**config.mk**
```make
export PLATFORM = sky130hd
export DESIGN_NAME = led_strap_drv
export DESIGN_NICKNAME = d
export VERILOG_FILES = /design/src/rtl/led_strap_drv.sv
export SDC_FILE = /design/constraint.sdc
export NUM_CORES = 1
export LEC_CHECK = 0
export CAP_MARGIN = 40
export CORE_MARGIN = 2
export CORE_UTILIZATION = 43
export CTS_BUF_LIST = sky130_fd_sc_hd__clkbuf_8
export DETAILED_ROUTE_END_ITERATION = 12
export PLACE_DENSITY_LB_ADDON = 0.12
export SLEW_MARGIN = 20
export SYNTH_ARGS = -nofsm -noshare
export SYNTH_HDL_FRONTEND = slang
export SYNTH_SLANG_ARGS = --single-unit
```
**constraint.sdc**
```tcl
create_clock -name clk -period 1.8 [get_ports clk]
set_input_delay 0.36 -clock clk [delete_from_list [all_inputs] [get_ports clk]]
set_output_delay 0.36 -clock clk [all_outputs]
set_load 0.1 [all_outputs]
```
**src/rtl/led_strap_drv.sv**
```systemverilog
`timescale 1ns/1ps
module led_strap_drv #(
  parameter int          STRAP_CYCLES = 16,
  parameter int          BLINK_LOG2   = 6,
  parameter int          ADDR_W       = 5,
  parameter int          DATA_W       = 16,
  parameter logic [4:0]  CTRL_ADDR    = 5'h19,
  parameter int          MODE_BIT     = 5
) (
  input  logic              clk,
  input  logic              rst_n,
  input  logic              strap_in,
  input  logic              link_up,
  input  logic              act_pulse,
  input  logic              reg_we,
  input  logic [ADDR_W-1:0] reg_addr,
  input  logic [DATA_W-1:0] reg_wdata,
  output logic              led_o,
  output logic              led_oe
);
  localparam int SCW = (STRAP_CYCLES > 1) ? $clog2(STRAP_CYCLES) : 1;
  localparam int BW  = BLINK_LOG2 + 1;
  localparam int PW  = BLINK_LOG2 - 2;
  localparam logic [SCW-1:0] S_LAST = SCW'(STRAP_CYCLES - 1);
  localparam logic [BW-1:0]  B_LEN  = BW'(1) << BLINK_LOG2;

  logic [SCW-1:0] strap_cnt;
  logic           ready, strap_q, mode_q;
  logic [BW-1:0]  blink_left;
  logic [PW-1:0]  phase;

  logic wr_hit, mode_chg, blink_on, start_ok, lit;
  logic unused_wdata;

  assign wr_hit   = reg_we && (reg_addr == ADDR_W'(CTRL_ADDR));
  assign mode_chg = wr_hit && (reg_wdata[MODE_BIT] != mode_q);
  assign blink_on = (blink_left != '0);
  assign start_ok = ready && link_up && !mode_q && act_pulse;
  assign unused_wdata = ^{reg_wdata[DATA_W-1:MODE_BIT+1], reg_wdata[MODE_BIT-1:0]};

  always_ff @(posedge clk or negedge rst_n) begin
    if (!rst_n) begin
      strap_cnt <= '0;
      ready     <= 1'b0;
      strap_q   <= 1'b0;
    end else if (!ready) begin
      if (strap_cnt == S_LAST) begin
        ready   <= 1'b1;
        strap_q <= strap_in;
      end else begin
        strap_cnt <= strap_cnt + 1'b1;
      end
    end
  end

  always_ff @(posedge clk or negedge rst_n) begin
    if (!rst_n)      mode_q <= 1'b1;
    else if (wr_hit) mode_q <= reg_wdata[MODE_BIT];
  end

  always_ff @(posedge clk or negedge rst_n) begin
    if (!rst_n) begin
      blink_left <= '0;
      phase      <= '0;
    end else if (mode_chg || !link_up) begin
      blink_left <= '0;
      phase      <= '0;
    end else if (start_ok) begin
      blink_left <= B_LEN;
      phase      <= blink_on ? phase + 1'b1 : '0;
    end else if (blink_on) begin
      blink_left <= blink_left - 1'b1;
      phase      <= phase + 1'b1;
    end
  end

  assign lit    = link_up && (mode_q || !blink_on || phase[PW-1]);
  assign led_oe = ready;
  assign led_o  = ready ? (lit ^ strap_q) : 1'b0;
endmodule


```
Word-level counts from Yosys, hierarchy flattened

Cells that the tools add are included.

Register bits after elaboration: 18
Bits of input ports: 27

Reductions and logical operators: 16
Muxes and demuxes: 10
Eq/ne operators: 3
Bitwise operators: 3
Add/sub/neg operators: 3

Operators by type and width:

| operator              | count |
|---|---|
| $mux W7               | 3 |
| $mux W4               | 4 |
| $add A4 B1 Y4 const B | 2 |
| $reduce_bool A7 Y1    | 1 |
| $sub A7 B1 Y7 const B | 1 |
| $logic_and A1 B1 Y1   | 6 |
| $eq A5 B5 Y1 const B  | 1 |
| $eq A4 B4 Y1 const B  | 1 |
| $reduce_and A2 Y1     | 2 |
| $logic_not A1 Y1      | 3 |
| $logic_or A1 B1 Y1    | 3 |
| $mux W1               | 3 |
| $reduce_bool A3 Y1    | 1 |
| $not A1 Y1            | 2 |
| $ne A1 B1 Y1          | 1 |
| $xor A1 B1 Y1         | 1 |

Depth between registers and ports, before layout

Depth in word-level cells: 7
Mapped depth: 6
Mapped depth without buffers: 6

Worst setup path after synthesis

Ideal clock, no wire load.

Path type: flip-flop to output port
From: register blink_left[3]
To: output led_o
Required time: 1.440 ns
Arrival: 2.784 ns
Setup slack: -1.344 ns
Stages on the path, launching flop included: 5
Buffers on the path: 0
Cell sequence: dfrtp_1 or3_4 nor4b_4 o31ai_1 mux2i_1

Cells in the longest elaborated chain, start to end: 7

RTL lines:

| item                            | line | RTL |
|---|---|---|
| from (decl)                     | 29   | `logic [BW-1:0] blink_left;` |
| from (signal assigned)          | 72   | `blink_left <= blink_left - 1'b1;` |
| $reduce_bool A7 Y1              | 37   | `assign blink_on = (blink_left != '0);` |
| $logic_not A1 Y1                | 77   | `assign lit = link_up && (mode_q \|\| !blink_on \|\| phase[PW-1]);` |
| $logic_or A1 B1 Y1 (2 in a row) | 77   |  |
| $logic_and A1 B1 Y1             | 77   |  |
| $xor A1 B1 Y1                   | 79   | `assign led_o = ready ? (lit ^ strap_q) : 1'b0;` |
| $mux W1                         | 79   |  |
| to (decl)                       | 18   | `output logic led_o,` |

No other way between the ends.

Final worst setup path

Ends and elaborated chain as after synthesis.

==> reports/metrics.yaml <==
worst_skew_pair.late_latency_ns: 0.25
port-buffer-count: 13
cts-buffers-inserted: 3
die_w_um: 51.0
ant_nets: 0
reg2reg_from: "blink_left[3]$_DFFE_PN0P_"
fin_crit_sh_pct: 126
track_usage_pct: 17.4
rsz0062_at_grt: "true"
clock-root-buffer: "clkbuf_8"
critPathRequiredTime_ns: 1.44
yosysMostFrequentCell: "dfrtp_1"
combPwrFrac_pct: 56.1
ys_warn_count: 0
slew_violations: 0
synth-edff-count: 0
r2r-end: "phase[2]$_DFFE_PN0P_"
antennaDiodeCount: 0
regArea_um2: 453
vias: 723
status: "finished, violations left"
hold_violations: 0
crit_arrival_ns: 1.91
ff2ff_path_depth: 5
start_util_pct: 44.3
cts.sinks: 18
synthTopCellsByCount: "dfrtp_1 (17), nor2_1 (10), nand2b_1 (5), nand3_1 (5), xnor2_1 (5)"
clockPowerShare_pct: 15.5
setup_slack_ns: -0.474
syn_area_um2: 951
drcViolationCount: 0
drt-pass1-iter-count: 3
dieArea_um2: 2600
nets: 151
setup_tns_ns: -0.524
p_per_area_nw_per_um2: 1550
grt_pass1_wl_mm: 3.28
critPathMaxStageDelay_ns: 0.40
switching_share_pct: 36.9
worst-path-buf-inv: 2
viasPerCell: 4.92
critPathCaptureType: "output pin"
die_h_um: 51.0
avgSynthCellArea_um2: 11.1
cts_tree: "built"
synth_flop_cell: "dfrtp_1"
grt_max_degree: 19
timing.hold.ws_ns: 0.439
cts_setup_buffers: 0
clk_pin_slew_worst_paths_ns: 0.07
synthTopCellsByArea: "dfrtp_1 (45%), ha_1 (5.3%), xnor2_1 (4.6%)"
clock_path_buffers: 2
ff2ff_setup_slack_ns: -0.05
grt_pass1_vias: 761
seq_power_share_pct: 28.3
ys_seq_area_share_pct: 47.5
switchingPower_w: 0.000766
fmax_mhz: 440
drive_gt1_share_pct: 30.3
synthArstFlopShare_pct: 100
row_count: 17
htreeDepth: 1
wl_per_cell_um: 12.5
min_path_type: "primary input to async pin"
place_congestion: 0.665
grt_overflow: 0
yosys.cell_types.count: 32
vdd_drop_max_v: 0.000811
holdBufCountCts: 0
synthCells: 86
synth-seq-cells: 18
worst_pin_slew_ns: 0.374
p_int_w: 0.00131
yosysTopAreaCell: "dfrtp_1"
drt_wl_total_mm: 1.84
drtIter0Drc: 4
path_delay_family: "simple AND/OR/NAND/NOR gates"
io_pins: 29
slowest_stage: "or3_4"
fillers: 180
synth_top_area_share_pct: 44.7
hpwlAfterDp_mm: 1.42
p_leak_nw: 0.588
failed_checks: "setup timing"
syn2layout_area_growth_pct: 40.7
crit_type: "register to output pin"
max_cap_viol_count: 0
setup_viol: 2
cp_max_fo: 2
skew_ns: 0.00119
multi_input_area_um2: 502
syn_nets: 117
startpoint_type: "register"
slew_headroom_pct: 74.7
antenna_found_initial: 0
period_needed_ns: 2.27
coreArea_um2: 2150
cp_cell_sequence: "or3_4, nor4b_4, o31ai_1, buf_4, mux2i_4, buf_12"
## cell type report
| type | instances | share of cell area (%) |
|---|---|---|
| tap | 28 | 2.62 |
| clock buffer | 4 | 4.12 |
| inverter | 4 | 1.12 |
| timing repair buffer | 30 | 20.8 |
| multi-input combinational | 63 | 37.5 |
| sequential | 18 | 33.9 |
## per-stage QoR
| stage | setup WS (ns) | total power, W | std cells | area [um2] | util, % |
|---|---|---|---|---|---|
| 6_report | -0.474 | 0.00208 | 147 | 1340 | 62.3 |
| 5_1_grt | -0.573 | 0.00223 | 147 | 1340 | 62.3 |
| 4_1_cts | -0.491 | 0.00210 | 147 | 1340 | 62.1 |
| 3_5_place_dp | -0.204 | 0.00173 | 143 | 1270 | 58.9 |
| 3_3_place_gp | -0.203 | 0.00169 | 143 | 1270 | 58.9 |
| 2_1_floorplan | -0.548 | 0.00135 | 86 | 965 | - |
## repair_timing
item / CTS / global route
setup endpoints to repair: 6 / 9
pin swaps: 1 / 2
gates resized for setup: 2 / 1
## worst reg2reg max path, stage by stage (launching register included)
cell and delay [ns]:
dfrtp_1 0.38, or3_4 0.40, buf_4 0.15, or4b_4 0.56, a21oi_1 0.17, a311oi_1 0.06
## power by group through the flow
stage                     clock network, W  registers (W)  logic [W]
after floorplan                          0       0.000597   0.000756
final                             0.000322       0.000589    0.00117
after global routing              0.000350       0.000605    0.00127
after detailed placement                 0       0.000597    0.00114
after global placement                   0       0.000587    0.00110
after CTS                         0.000336       0.000591    0.00117
## how the worst max path moves through the flow
| stage | start | to | slack [ns] | cells after the start |
|---|---|---|---|---|
| 6_report | blink_left[3]$_DFFE_PN0P_ | led_o | -0.47 | 6 |
| 5_1_grt | blink_left[3]$_DFFE_PN0P_ | led_o | -0.57 | 6 |
| 4_1_cts | blink_left[3]$_DFFE_PN0P_ | led_o | -0.49 | 6 |
| 3_5_place_dp | blink_left[3]$_DFFE_PN0P_ | led_o | -0.20 | 6 |
| 3_3_place_gp | blink_left[3]$_DFFE_PN0P_ | led_o | -0.20 | 6 |
| 2_1_floorplan | blink_left[3]$_DFFE_PN0P_ | led_o | -0.55 | 4 |
## layer usage
layer	GRT usage, %	vias to the layer above	share of wire, %
met2	29.4	7	51
li1	-	372	-
met4	9.46	0	1.6
met1	21.0	340	46
met5	0	-	0
met3	2.92	4	2.0
## state kept, by name, indices dropped and copies added, names as in the netlist
signal,count
strap_q,1
phase,4
blink_left,7
led_oe,1
mode_q,1
strap_cnt,4
## cell families after synthesis
group                      count (synthesis)  share of synthesized area [%]
AOI/OAI and AO/OA                         11                           8.42
xor gates and xnor gates                   8                           7.37
adders and majority gates                  4                           5.26
buffers and inverters                      5                           2.76
DFF                                       18                           47.5
muxes                                      5                           5.66
and+or+nand+nor                           35                           23.0
## cell usage in the layout, fill, tap and decap left out, drive strengths merged, types with 2 or more instances in the layout
cell type       n
nand2b          5
xor2            3
mux2i           2
a21oi           2
xnor2           5
or3             2
nand2           4
dfrtp          17
buf            19
clkbuf          4
mux2            3
clkdlybuf4s50  11
nor2           10
a211oi          2
a31oi           3
inv             4
ha              4
nand3           5
Note: power is estimated with default switching activity, not from simulation.
